## config.mk

```make
export PLATFORM = sky130hd
export DESIGN_NAME = warp_dispatcher
export DESIGN_NICKNAME = d
export VERILOG_FILES = /design/src/rtl/wd_pkg.sv /design/src/rtl/wd_route.sv /design/src/rtl/wd_rr_pick.sv /design/src/rtl/wd_pipe_timer.sv /design/src/rtl/wd_event_cnt.sv /design/src/rtl/warp_dispatcher.sv
export SDC_FILE = /design/constraint.sdc
export NUM_CORES = 1
export LEC_CHECK = 0
export ABC_AREA = 0
export BUFFER_PORTS_ARGS = -buffer_cell sky130_fd_sc_hd__buf_4
export CAP_MARGIN = 20
export CORE_MARGIN = 10
export CORE_UTILIZATION = 55
export CTS_CLUSTER_DIAMETER = 40
export DETAILED_ROUTE_END_ITERATION = 7
export PLACE_DENSITY_LB_ADDON = 0.3
export SYNTH_ARGS = -nofsm -noshare
export SYNTH_HDL_FRONTEND = slang
export SYNTH_SLANG_ARGS = --single-unit
```

## constraint.sdc

```tcl
create_clock -name clk -period 13.7 [get_ports clk]
set_input_delay 0.685 -clock clk [delete_from_list [all_inputs] [get_ports clk]]
set_output_delay 0.685 -clock clk [all_outputs]
set_load 0.05 [all_outputs]
```

## src/rtl/wd_pkg.sv

```systemverilog
// Package: shared class encoding and pipe indices for the warp dispatcher.
// Assumes: class codes above CLS_FP16 are unused and never issue.
package wd_pkg;
    localparam int CLS_W     = 3;
    localparam int NUM_PIPES = 3;

    typedef enum logic [CLS_W-1:0] {
        CLS_FP32  = 3'd0,
        CLS_INT32 = 3'd1,
        CLS_MMA_S = 3'd2,
        CLS_MMA_L = 3'd3,
        CLS_FP16  = 3'd4
    } wclass_e;

    localparam logic [1:0] PIPE_GEN = 2'd0;
    localparam logic [1:0] PIPE_FLT = 2'd1;
    localparam logic [1:0] PIPE_TEN = 2'd2;
endpackage

```

## src/rtl/wd_route.sv

```systemverilog
// Module: wd_route
// Maps one warp's class to a legal pipe, using the pipes that are idle
// this cycle, and gives the occupancy that the pipe will take.
// Assumes: pipe_free is the registered idle state of each pipe.
module wd_route #(
    parameter int LAT_FP32  = 2,
    parameter int LAT_INT32 = 2,
    parameter int LAT_MMA_S = 8,
    parameter int LAT_MMA_L = 16,
    parameter int LAT_FP16  = 1,
    parameter int LAT_W     = 5
) (
    input  logic [wd_pkg::CLS_W-1:0] cls,
    input  logic [2:0]               pipe_free,
    output logic                     can_issue,
    output logic [1:0]               pipe,
    output logic [LAT_W-1:0]         occ
);
    import wd_pkg::*;

    // Choose the target pipe and occupancy for this class.
    always_comb begin
        can_issue = 1'b0;
        pipe      = PIPE_GEN;
        occ       = LAT_W'(1);
        case (cls)
            CLS_FP32: begin
                occ = LAT_W'(LAT_FP32);
                if (pipe_free[PIPE_FLT]) begin
                    can_issue = 1'b1;
                    pipe      = PIPE_FLT;
                end else if (pipe_free[PIPE_GEN]) begin
                    can_issue = 1'b1;
                    pipe      = PIPE_GEN;
                end
            end
            CLS_INT32: begin
                occ       = LAT_W'(LAT_INT32);
                can_issue = pipe_free[PIPE_GEN];
                pipe      = PIPE_GEN;
            end
            CLS_MMA_S: begin
                occ       = LAT_W'(LAT_MMA_S);
                can_issue = pipe_free[PIPE_TEN];
                pipe      = PIPE_TEN;
            end
            CLS_MMA_L: begin
                occ       = LAT_W'(LAT_MMA_L);
                can_issue = pipe_free[PIPE_TEN];
                pipe      = PIPE_TEN;
            end
            CLS_FP16: begin
                occ       = LAT_W'(LAT_FP16);
                can_issue = pipe_free[PIPE_TEN];
                pipe      = PIPE_TEN;
            end
            default: can_issue = 1'b0;
        endcase
    end
endmodule

```

## src/rtl/wd_rr_pick.sv

```systemverilog
// Module: wd_rr_pick
// Round-robin grant over N requesters. The search starts one past the
// last granted index. After reset, index 0 is searched first.
// Assumes: advance is high only in cycles where the grant is used.
module wd_rr_pick #(
    parameter int N     = 12,
    parameter int IDX_W = 4
) (
    input  logic             clk,
    input  logic             rst_n,
    input  logic [N-1:0]     req,
    input  logic             advance,
    output logic             gnt_valid,
    output logic [IDX_W-1:0] gnt_idx
);
    logic [IDX_W-1:0] last_q;

    // Scan requesters in rotating order from last_q+1.
    always_comb begin
        gnt_valid = 1'b0;
        gnt_idx   = '0;
        for (int k = 1; k <= N; k++) begin
            int c;
            c = int'(last_q) + k;
            if (c >= N) c = c - N;
            if (!gnt_valid && req[c]) begin
                gnt_valid = 1'b1;
                gnt_idx   = IDX_W'(c);
            end
        end
    end

    // Remember the most recent grant as the rotation pointer.
    always_ff @(posedge clk) begin
        if (!rst_n)       last_q <= IDX_W'(N - 1);
        else if (advance) last_q <= gnt_idx;
    end
endmodule

```

## src/rtl/wd_pipe_timer.sv

```systemverilog
// Module: wd_pipe_timer
// Occupancy down-counter for one pipe. On an issue it is loaded with
// the occupancy minus one, so the issue cycle itself counts as busy.
// Assumes: load_val is at least 1 whenever load is high.
module wd_pipe_timer #(
    parameter int LAT_W = 5
) (
    input  logic             clk,
    input  logic             rst_n,
    input  logic             load,
    input  logic [LAT_W-1:0] load_val,
    output logic             busy_q
);
    logic [LAT_W-1:0] remain_q;

    // Load on issue, otherwise count down to zero.
    always_ff @(posedge clk) begin
        if (!rst_n)              remain_q <= '0;
        else if (load)           remain_q <= load_val - LAT_W'(1);
        else if (remain_q != '0) remain_q <= remain_q - LAT_W'(1);
    end

    assign busy_q = (remain_q != '0);
endmodule

```

## src/rtl/wd_event_cnt.sv

```systemverilog
// Module: wd_event_cnt
// Free-running event counter. It counts one per cycle while hit is high
// and wraps at its width.
module wd_event_cnt #(
    parameter int CNT_W = 32
) (
    input  logic             clk,
    input  logic             rst_n,
    input  logic             hit,
    output logic [CNT_W-1:0] count
);
    // Accumulate cycles in which the event is present.
    always_ff @(posedge clk) begin
        if (!rst_n)   count <= '0;
        else if (hit) count <= count + CNT_W'(1);
    end
endmodule

```

## src/rtl/warp_dispatcher.sv

```systemverilog
// Module: warp_dispatcher (top)
// Single-issue dispatcher for one SIMT partition. Each cycle it grants at
// most one ready warp whose class has an idle legal pipe, routes that
// warp to the pipe and starts the pipe's occupancy timer. It also counts
// issues, empty slots and per-pipe busy cycles.
// Assumes: warp inputs are stable across each clock period.
module warp_dispatcher #(
    parameter int NUM_WARPS = 12,
    parameter int CNT_W     = 32,
    parameter int LAT_FP32  = 2,
    parameter int LAT_INT32 = 2,
    parameter int LAT_MMA_S = 8,
    parameter int LAT_MMA_L = 16,
    parameter int LAT_FP16  = 1,
    localparam int WID_W    = (NUM_WARPS > 1) ? $clog2(NUM_WARPS) : 1,
    localparam int CLS_W    = wd_pkg::CLS_W
) (
    input  logic                       clk,
    input  logic                       rst_n,
    input  logic [NUM_WARPS-1:0]       warp_ready,
    input  logic [NUM_WARPS*CLS_W-1:0] warp_class,
    output logic                       issue_valid,
    output logic [WID_W-1:0]           issue_warp,
    output logic [1:0]                 issue_pipe,
    output logic [2:0]                 pipe_busy,
    output logic [CNT_W-1:0]           cnt_issue,
    output logic [CNT_W-1:0]           cnt_idle,
    output logic [CNT_W-1:0]           cnt_busy_a,
    output logic [CNT_W-1:0]           cnt_busy_b,
    output logic [CNT_W-1:0]           cnt_busy_t
);
    localparam int MAX_LAT01 = (LAT_FP32 > LAT_INT32) ? LAT_FP32 : LAT_INT32;
    localparam int MAX_LAT2A = (LAT_MMA_S > LAT_MMA_L) ? LAT_MMA_S : LAT_MMA_L;
    localparam int MAX_LAT2  = (MAX_LAT2A > LAT_FP16) ? MAX_LAT2A : LAT_FP16;
    localparam int MAX_LAT   = (MAX_LAT01 > MAX_LAT2) ? MAX_LAT01 : MAX_LAT2;
    localparam int LAT_W     = $clog2(MAX_LAT + 1);
    localparam int NP        = wd_pkg::NUM_PIPES;

    logic [NP-1:0]        pipe_busy_q;
    logic [NP-1:0]        pipe_free;
    logic [NP-1:0]        pipe_load;
    logic [NUM_WARPS-1:0] eligible;
    logic [1:0]           route_pipe [NUM_WARPS];
    logic [LAT_W-1:0]     route_occ  [NUM_WARPS];
    logic                 pick_valid;
    logic [WID_W-1:0]     pick_idx;
    logic [LAT_W-1:0]     issue_occ;

    assign pipe_free = ~pipe_busy_q;

    // One router per resident warp.
    for (genvar g = 0; g < NUM_WARPS; g++) begin : g_warp
        logic can_go;
        wd_route #(
            .LAT_FP32 (LAT_FP32),
            .LAT_INT32(LAT_INT32),
            .LAT_MMA_S(LAT_MMA_S),
            .LAT_MMA_L(LAT_MMA_L),
            .LAT_FP16 (LAT_FP16),
            .LAT_W    (LAT_W)
        ) u_route (
            .cls      (warp_class[g*CLS_W +: CLS_W]),
            .pipe_free(pipe_free),
            .can_issue(can_go),
            .pipe     (route_pipe[g]),
            .occ      (route_occ[g])
        );
        assign eligible[g] = warp_ready[g] & can_go;
    end

    wd_rr_pick #(
        .N    (NUM_WARPS),
        .IDX_W(WID_W)
    ) u_pick (
        .clk      (clk),
        .rst_n    (rst_n),
        .req      (eligible),
        .advance  (issue_valid),
        .gnt_valid(pick_valid),
        .gnt_idx  (pick_idx)
    );

    // Issue outputs are taken from the granted warp's router.
    always_comb begin
        issue_valid = rst_n & pick_valid;
        issue_warp  = pick_idx;
        issue_pipe  = route_pipe[pick_idx];
        issue_occ   = route_occ[pick_idx];
    end

    // One occupancy timer per pipe.
    for (genvar p = 0; p < NP; p++) begin : g_pipe
        assign pipe_load[p] = issue_valid && (issue_pipe == 2'(p));
        wd_pipe_timer #(.LAT_W(LAT_W)) u_timer (
            .clk     (clk),
            .rst_n   (rst_n),
            .load    (pipe_load[p]),
            .load_val(issue_occ),
            .busy_q  (pipe_busy_q[p])
        );
    end

    assign pipe_busy = pipe_busy_q | pipe_load;

    wd_event_cnt #(.CNT_W(CNT_W)) u_cnt_iss (
        .clk(clk), .rst_n(rst_n), .hit(issue_valid), .count(cnt_issue));
    wd_event_cnt #(.CNT_W(CNT_W)) u_cnt_idle (
        .clk(clk), .rst_n(rst_n), .hit(rst_n & ~issue_valid), .count(cnt_idle));
    wd_event_cnt #(.CNT_W(CNT_W)) u_cnt_ba (
        .clk(clk), .rst_n(rst_n), .hit(pipe_busy[0]), .count(cnt_busy_a));
    wd_event_cnt #(.CNT_W(CNT_W)) u_cnt_bb (
        .clk(clk), .rst_n(rst_n), .hit(pipe_busy[1]), .count(cnt_busy_b));
    wd_event_cnt #(.CNT_W(CNT_W)) u_cnt_bt (
        .clk(clk), .rst_n(rst_n), .hit(pipe_busy[2]), .count(cnt_busy_t));
endmodule

```

## After elaboration in Yosys (flattened, before gate mapping)

Cells that the tools add are included.

| word-level totals | value |
|---|---|
| bits in registers | 179 |
| input bits | 50 |
| output and inout port bits | 170 |
| word-level logic and storage cells | 326 |

| operators by class | value |
|---|---|
| add/sub/neg operators | 33 |
| $lt $le $gt $ge | 25 |
| equal/unequal tests | 50 |
| multiplexer cells | 123 |
| bitwise operators | 18 |
| reduce and logical (&&, ||, !) cells | 68 |

Operators by type and width:

| kind | number |
|---|---|
| >= comparator 32 x 5 -> 1 bit, second input constant | 12 |
| < comparator 32 x 6 -> 1 bit, second input constant | 12 |
| 2-to-1 mux 32 bit | 12 |
| subtractor 32 x 5 -> 32 bit, second input constant | 12 |
| one-hot mux 5 bit (3 select lines) | 12 |
| adder 32 x 1 -> 32 bit, second input constant | 5 |
| equality test 3 x 2 -> 1 bit, second input constant | 24 |
| binary-select mux 1 bit (select 4 bit) | 12 |
| 2-to-1 mux 4 bit | 12 |
| one-hot mux 2 bit (2 select lines) | 12 |
| 2-to-1 mux 5 bit | 8 |
| 2-to-1 mux 1 bit | 39 |
| equality test 3 x 1 -> 1 bit, second input constant | 12 |
| equality test 3 bit, second input constant | 12 |
| zero test 3 bit | 12 |
| one-hot mux 1 bit (3 select lines) | 12 |
| OR reduction 3 bit | 12 |
| adder 4 x 4 -> 5 bit, second input constant | 5 |
| OR reduction 2 bit | 12 |
| adder 4 x 3 -> 5 bit, second input constant | 4 |
| binary-select mux 5 bit (select 4 bit) | 1 |
| subtractor 5 x 1 -> 5 bit, second input constant | 4 |
| nonzero test 5 bit | 3 |
| AND 1 bit | 14 |
| 15 further kinds | 42 |

## Logic depth before layout (Yosys ltp)

| logic depth | value |
|---|---|
| depth in word-level cells | 50 |
| gate-level depth with buffers | 34 |
| depth with buffers taken out | 27 |

## Hierarchy

A second synthesis with hierarchy kept.

| unflattened totals | value |
|---|---|
| cell total of the unflattened synthesis | 1587 |
| area, all modules | 13369.1 um^2 |

By module, submodules not included:

| module | instances | cells each | area each (um^2) | seq. area each (um^2) |
|---|---|---|---|---|
| wd_event_cnt | 5 | 176 | 1562.7 | 640.6 |
| wd_rr_pick | 1 | 338 | 2529.9 | 80.1 |
| wd_route | 12 | 15 | 100.1 | 0.0 |
| wd_pipe_timer | 3 | 35 | 314.1 | 100.1 |
| warp_dispatcher | 1 | 84 | 882.1 | 0.0 |

## Worst setup path after synthesis

No wires, ideal clock.

| timing path | value |
|---|---|
| path kind | flip-flop to flip-flop |
| from | register u_pick.last_q[0] |
| to | register g_pipe[1].u_timer.remain_q[4] |
| library setup time | 128 ps |
| arrival time | 7231 ps |
| required time | 13572 ps |
| setup slack | 6341 ps |
| cell stages (with the launch flop) | 34 |
| path buffers | 8 |
| clock period less this slack | 7359 ps |
| path through | dfxtp_1 > buf_2 > inv_2 > buf_1 > clkbuf_1 > ha_1 > clkbuf_1 > clkbuf_1 > xnor2_1 > inv_1 > ha_1 > nor3_1 > or3_1 > o21ai_0 > mux2i_1 > o32ai_1 > nor4bb_1 > nand2_1 > o41ai_1 > or4_4 > buf_6 > nand2_8 > inv_2 > buf_6 > clkbuf_1 > nand2_1 > and3_1 > a311o_1 > a31o_2 > ha_1 > ha_1 > xnor2_1 > a221oi_1 > nor2_1 |

| between the ends | value |
|---|---|
| word-level cells in the longest chain between the ends | 47 |
| elaborated cells between the ends (all ways) | 143 |
| those cells by class | add/sub: 25; order compare: 12; eq/ne: 1; mux: 79; bitwise: 2; reduce/logical: 24 |

RTL lines:

| element | RTL line | text |
|---|---|---|
| start, declared | wd_rr_pick.sv:16 | `logic [IDX_W-1:0] last_q;` |
| start signal, assigned | wd_rr_pick.sv:35 | `if (!rst_n) last_q <= IDX_W'(N - 1);` |
| start signal, assigned | wd_rr_pick.sv:36 | `else if (advance) last_q <= gnt_idx;` |
| adder 4 x 1 -> 5 bit | wd_rr_pick.sv:24 | `c = int'(last_q) + k;` |
| subtractor 32 x 5 -> 32 bit or >= comparator 32 x 5 -> 1 bit (tied branches) | wd_rr_pick.sv:25 | `if (c >= N) c = c - N;` |
| 2-to-1 mux 32 bit | wd_rr_pick.sv:25 |  |
| binary-select mux 1 bit (select 4 bit) | wd_rr_pick.sv:26 | `if (!gnt_valid && req[c]) begin` |
| 2-to-1 mux 1 bit (implied by the code) (2 in a row) | wd_rr_pick.sv:26 |  |
| 2-to-1 mux 1 bit | wd_rr_pick.sv:26 |  |
| zero test 1 bit | wd_rr_pick.sv:26 |  |
| logical AND 1 bit | wd_rr_pick.sv:26 |  |
| [26 not listed] | - |  |
| logical AND 1 bit | wd_rr_pick.sv:26 |  |
| 2-to-1 mux 1 bit | wd_rr_pick.sv:26 |  |
| zero test 1 bit | wd_rr_pick.sv:26 |  |
| logical AND 1 bit | wd_rr_pick.sv:26 |  |
| 2-to-1 mux 4 bit * | wd_rr_pick.sv:26 |  |
| via issue_warp[0] | warp_dispatcher.sv:23 | `output logic [WID_W-1:0] issue_warp,` |
| NOT 4 -> 5 bit (implied by the code) * | warp_dispatcher.sv:87, warp_dispatcher.sv:88 |  |
| branches (longest 6 deep; another with subtractor 5 x 1 -> 5 bit) | - |  |
| end signal, assigned | wd_pipe_timer.sv:19 | `else if (load) remain_q <= load_val - LAT_W'(1);` |
| end signal, assigned | wd_pipe_timer.sv:20 | `else if (remain_q != '0) remain_q <= remain_q - LAT_W'(1);` |
| end, declared | wd_pipe_timer.sv:14 | `logic [LAT_W-1:0] remain_q;` |

Mark *: on every way through the listed nets, which the timed path passes. The select of a mux whose other input is x is not followed.
A chain may end at the register's enable or synchronous reset.

## Worst setup path after layout

| timing path | value |
|---|---|
| from | register u_pick.last_q[2] |
| to | output pipe_busy[0] |

| between the ends | value |
|---|---|
| word-level cells in the longest chain between the ends | 47 |
| elaborated cells between the ends (all ways) | 138 |
| those cells by class | add/sub: 24; order compare: 12; mux: 75; bitwise: 3; reduce/logical: 24 |

RTL lines:

| element | RTL line | text |
|---|---|---|
| adder 4 x 1 -> 5 bit | wd_rr_pick.sv:24 |  |
| subtractor 32 x 5 -> 32 bit or >= comparator 32 x 5 -> 1 bit (tied branches) | wd_rr_pick.sv:25 |  |
| 2-to-1 mux 32 bit | wd_rr_pick.sv:25 |  |
| binary-select mux 1 bit (select 4 bit) | wd_rr_pick.sv:26 |  |
| 2-to-1 mux 1 bit (implied by the code) (2 in a row) | wd_rr_pick.sv:26 |  |
| 2-to-1 mux 1 bit | wd_rr_pick.sv:26 |  |
| zero test 1 bit | wd_rr_pick.sv:26 |  |
| logical AND 1 bit | wd_rr_pick.sv:26 |  |
| [29 not listed] | - |  |
| logical AND 1 bit | wd_rr_pick.sv:26 |  |
| 2-to-1 mux 4 bit | wd_rr_pick.sv:26 |  |
| NOT 4 -> 5 bit (implied by the code) | warp_dispatcher.sv:87 | `issue_pipe = route_pipe[pick_idx];` |
| binary-select mux 2 bit (select 4 bit) | warp_dispatcher.sv:87 |  |
| 2-to-1 mux 2 bit (implied by the code) (2 in a row) | warp_dispatcher.sv:87 |  |
| zero test 2 bit | warp_dispatcher.sv:93 | `assign pipe_load[p] = issue_valid && (issue_pipe == 2'(p));` |
| logical AND 1 bit * | warp_dispatcher.sv:93 |  |
| bitwise OR 3 bit * | warp_dispatcher.sv:103 | `assign pipe_busy = pipe_busy_q \| pipe_load;` |
| end, declared | warp_dispatcher.sv:25 | `output logic [2:0] pipe_busy,` |

Every way passes the cells marked *; elsewhere a longest branch is shown, timed or not. The select of a mux whose other input is x is not followed.

==> results.toml <==
[drt]
drc = 0
viasPerCell = 6.284
routed_wl_microns = 41170
antenna_left = 0
dr_total_vias = 13030
dr.pass1.iters = 6
wire_per_inst_microns = 19.86
dr.first_iter.drc_count = 1576

[critical_path]
reg2reg_slack_ns = 5.46
cpMaxStageDelayCell = "and2_1"
worstPathArrival_ns = 8.49
path_class = "flip-flop to primary output"
worst-path-max-fanout = 35
crit_required_ns = 13.02
path_cells = "buf_4 -> clkinv_1 -> ha_1 -> clkinv_1 -> ha_1 -> a211oi_1 -> o21ai_0 -> xnor2_1 -> a2111oi_0 -> or4b_4 -> nor4bb_1 -> nand3_1 -> nor4_2 -> a211o_1 -> a21boi_1 -> nand2_1 -> inv_1 -> a211oi_2 -> o211ai_1 -> buf_4 -> and2_1 -> inv_1 -> buf_4"
end_kind = "primary output"
crit_top_cell = "buf_4"
cp_top_family = "simple AND/OR/NAND/NOR gates"
critPathMaxStageDelay_ns = 0.80
cp_num_buf_inv = 7
worstSetupStartpointType = "flip-flop"

[clock_network]
cts_tree = "built"
cts.reportedPaths.clkPinSlew_ns = 0.08
cts_max_level = 4
cts_hold_buf = 0
postCtsSetupRepairBufs = 0
worstSkewPairLatency_ns = 0.44
cts-root-buf = "clkbuf_16"
clock_sinks = 179
clock_path_buffers = 2
numCtsBuffers = 17
cts_resized = 0

[grt]
grt_usage_pct = 27.05
grt_pass1_vias = 12230
overflow = 0
antenna_found_initial = 0
grt_pass1_wl_microns = 64750
grt_max_degree = 98

[yosys]
synth.net_count = 1693
synth_seq_cells = 179
syn_inst = 1608
ys_types = 96
syn_area_per_cell_sq_um = 7.800
yosysSeqAreaShare_pct = 28.57
synth-main-ff-cell = "dfxtp_1"
ys_async_sr_fraction_pct = 0
syn_area_sq_um = 12540
synth-edff-count = 0
yosysWarnings = 0

[die]
ios = 220
start_util_pct = 55.57
die_h_microns = 171.0
core_sq_um = 22570
dieWidth_microns = 171.0
rows = 55
die-area_sq_um = 29240

[placed_design]
port_buffers = 219
dp_hpwl_microns = 30780
routabilityCongestion = 1.070

[timing]
final-setup-viol-count = 0
fin_setup_tns_ns = 0
finClkSkew_ns = 0.01946
layout_min_cycle_time_ns = 9.174
rsz0062_at_grt = "no"
hold_viol = 0
period_share_pct = 66.96
report.final.slew_viol_count = 0
max_freq_mhz = 109.0
slew_headroom_pct = 25.04
worst_slew_pin_slew_ns = 1.114

[hold_path]
worstHoldPathType = "flip-flop to flip-flop"

[outcome]
outcome = "finished clean"

[layout]
nets = 1860
area_delta_synth_final_pct = 18.72
drive_above_1_share_pct = 17.95
fillers = 1923
antenna_cells = 0

[flow_run]
cap_violations = 0
-- synth_stat cells, types with 20 or more instances --
cell	number	area [sq um]
xnor2_1	72	630.6
dfxtp_1	179	3583
and2_1	20	125.1
nor3_1	49	245.2
mux2i_1	28	280.3
clkbuf_1	53	198.9
nand4_1	45	281.5
o21ai_0	86	430.4
nand2_1	149	559.3
or3_1	52	325.3
inv_1	45	168.9
a211oi_1	24	180.2
and3_1	37	231.5
nor2_1	176	660.6
nand3_1	70	350.3
a21oi_1	103	515.5
ha_1	35	437.9
xor2_1	54	473.0
-- worst min-delay path, delay by kind of cell, from the launching register on --
kind	cells	cell delay [ns]
flops	1	0.34
compound gates	1	0.06
simple gates	1	0.06
-- flip-flops by register name, indices dropped and copies added (netlist names) --
signal                   flops
g_pipe.u_timer.remain_q     15
u_cnt_idle.count            32
u_cnt_iss.count             32
u_cnt_bb.count              32
u_cnt_ba.count              32
u_cnt_bt.count              32
u_pick.last_q                4
-- cell usage in the layout, fill, tap and decap left out, types with 37 or more instances in the layout --
cell type  count
o21ai_0       86
nand4_1       45
and3_1        37
nor3_1        49
a21oi_1      103
dfxtp_1      179
nand2_1      149
xnor2_1       72
xor2_1        54
nand3_1       70
inv_1         45
buf_4        231
or3_1         52
nor2_1       176
-- metal layers --
metal  share of wire (%)  global-route usage [%]  up-vias
met3                 9.1                   6.820       70
li1                    -                       -     6206
met5                   0                       0        -
met1                  42                   34.21     6177
met2                  47                   44.02      574
met4                 2.5                   8.771        0
-- final timing paths --
path	start	endpoint	cells past startpoint
max	u_pick.last_q[2]	pipe_busy[0]	23
min	u_cnt_bt.count[30]	u_cnt_bt.count[30]	2
max reg2reg	u_pick.last_q[2]	u_cnt_ba.count[0]	24
min reg2reg	u_cnt_bt.count[30]	u_cnt_bt.count[30]	2
-- stage by stage --
stage               setup WS (ns)  cell area, sq um  util [%]  hold WS [ns]  cells
finish                      4.526             14890     65.96        0.4881   2073
global route                3.634             14890     65.96        0.5169   2073
CTS                         4.755             14890     65.96        0.4912   2073
detailed placement          5.250             14260     63.18        0.4787   2041
global placement            5.435             14260     63.18        0.4704   2041
floorplan                   6.341             12540         -        0.4817   1608
-- cell type report --
class	count	area, sq um	area share (%)
clock inverter	15	202.7	1.361
sequential	179	3583	24.07
timing repair buffer	231	1734	11.65
multi-input combinational	1294	8389	56.34
tap	285	356.6	2.395
inverter	52	197.7	1.328
clock buffer	17	425.4	2.857
-- cells by family after synthesis --
group                    after synthesis  synth area share [%]
AO/OA/AOI/OAI                        366                 19.45
AND/OR/NAND/NOR                      721                 30.10
flip-flops                           179                 28.57
buffers and inverters                135                 4.539
multiplexers                          46                 5.048
adder cells (fa/ha/maj)               35                 3.492
XOR/XNOR                             126                 8.799
Power is not shown: default switching activity piles up to over one toggle a cycle in this logic, so the estimate is an artifact.
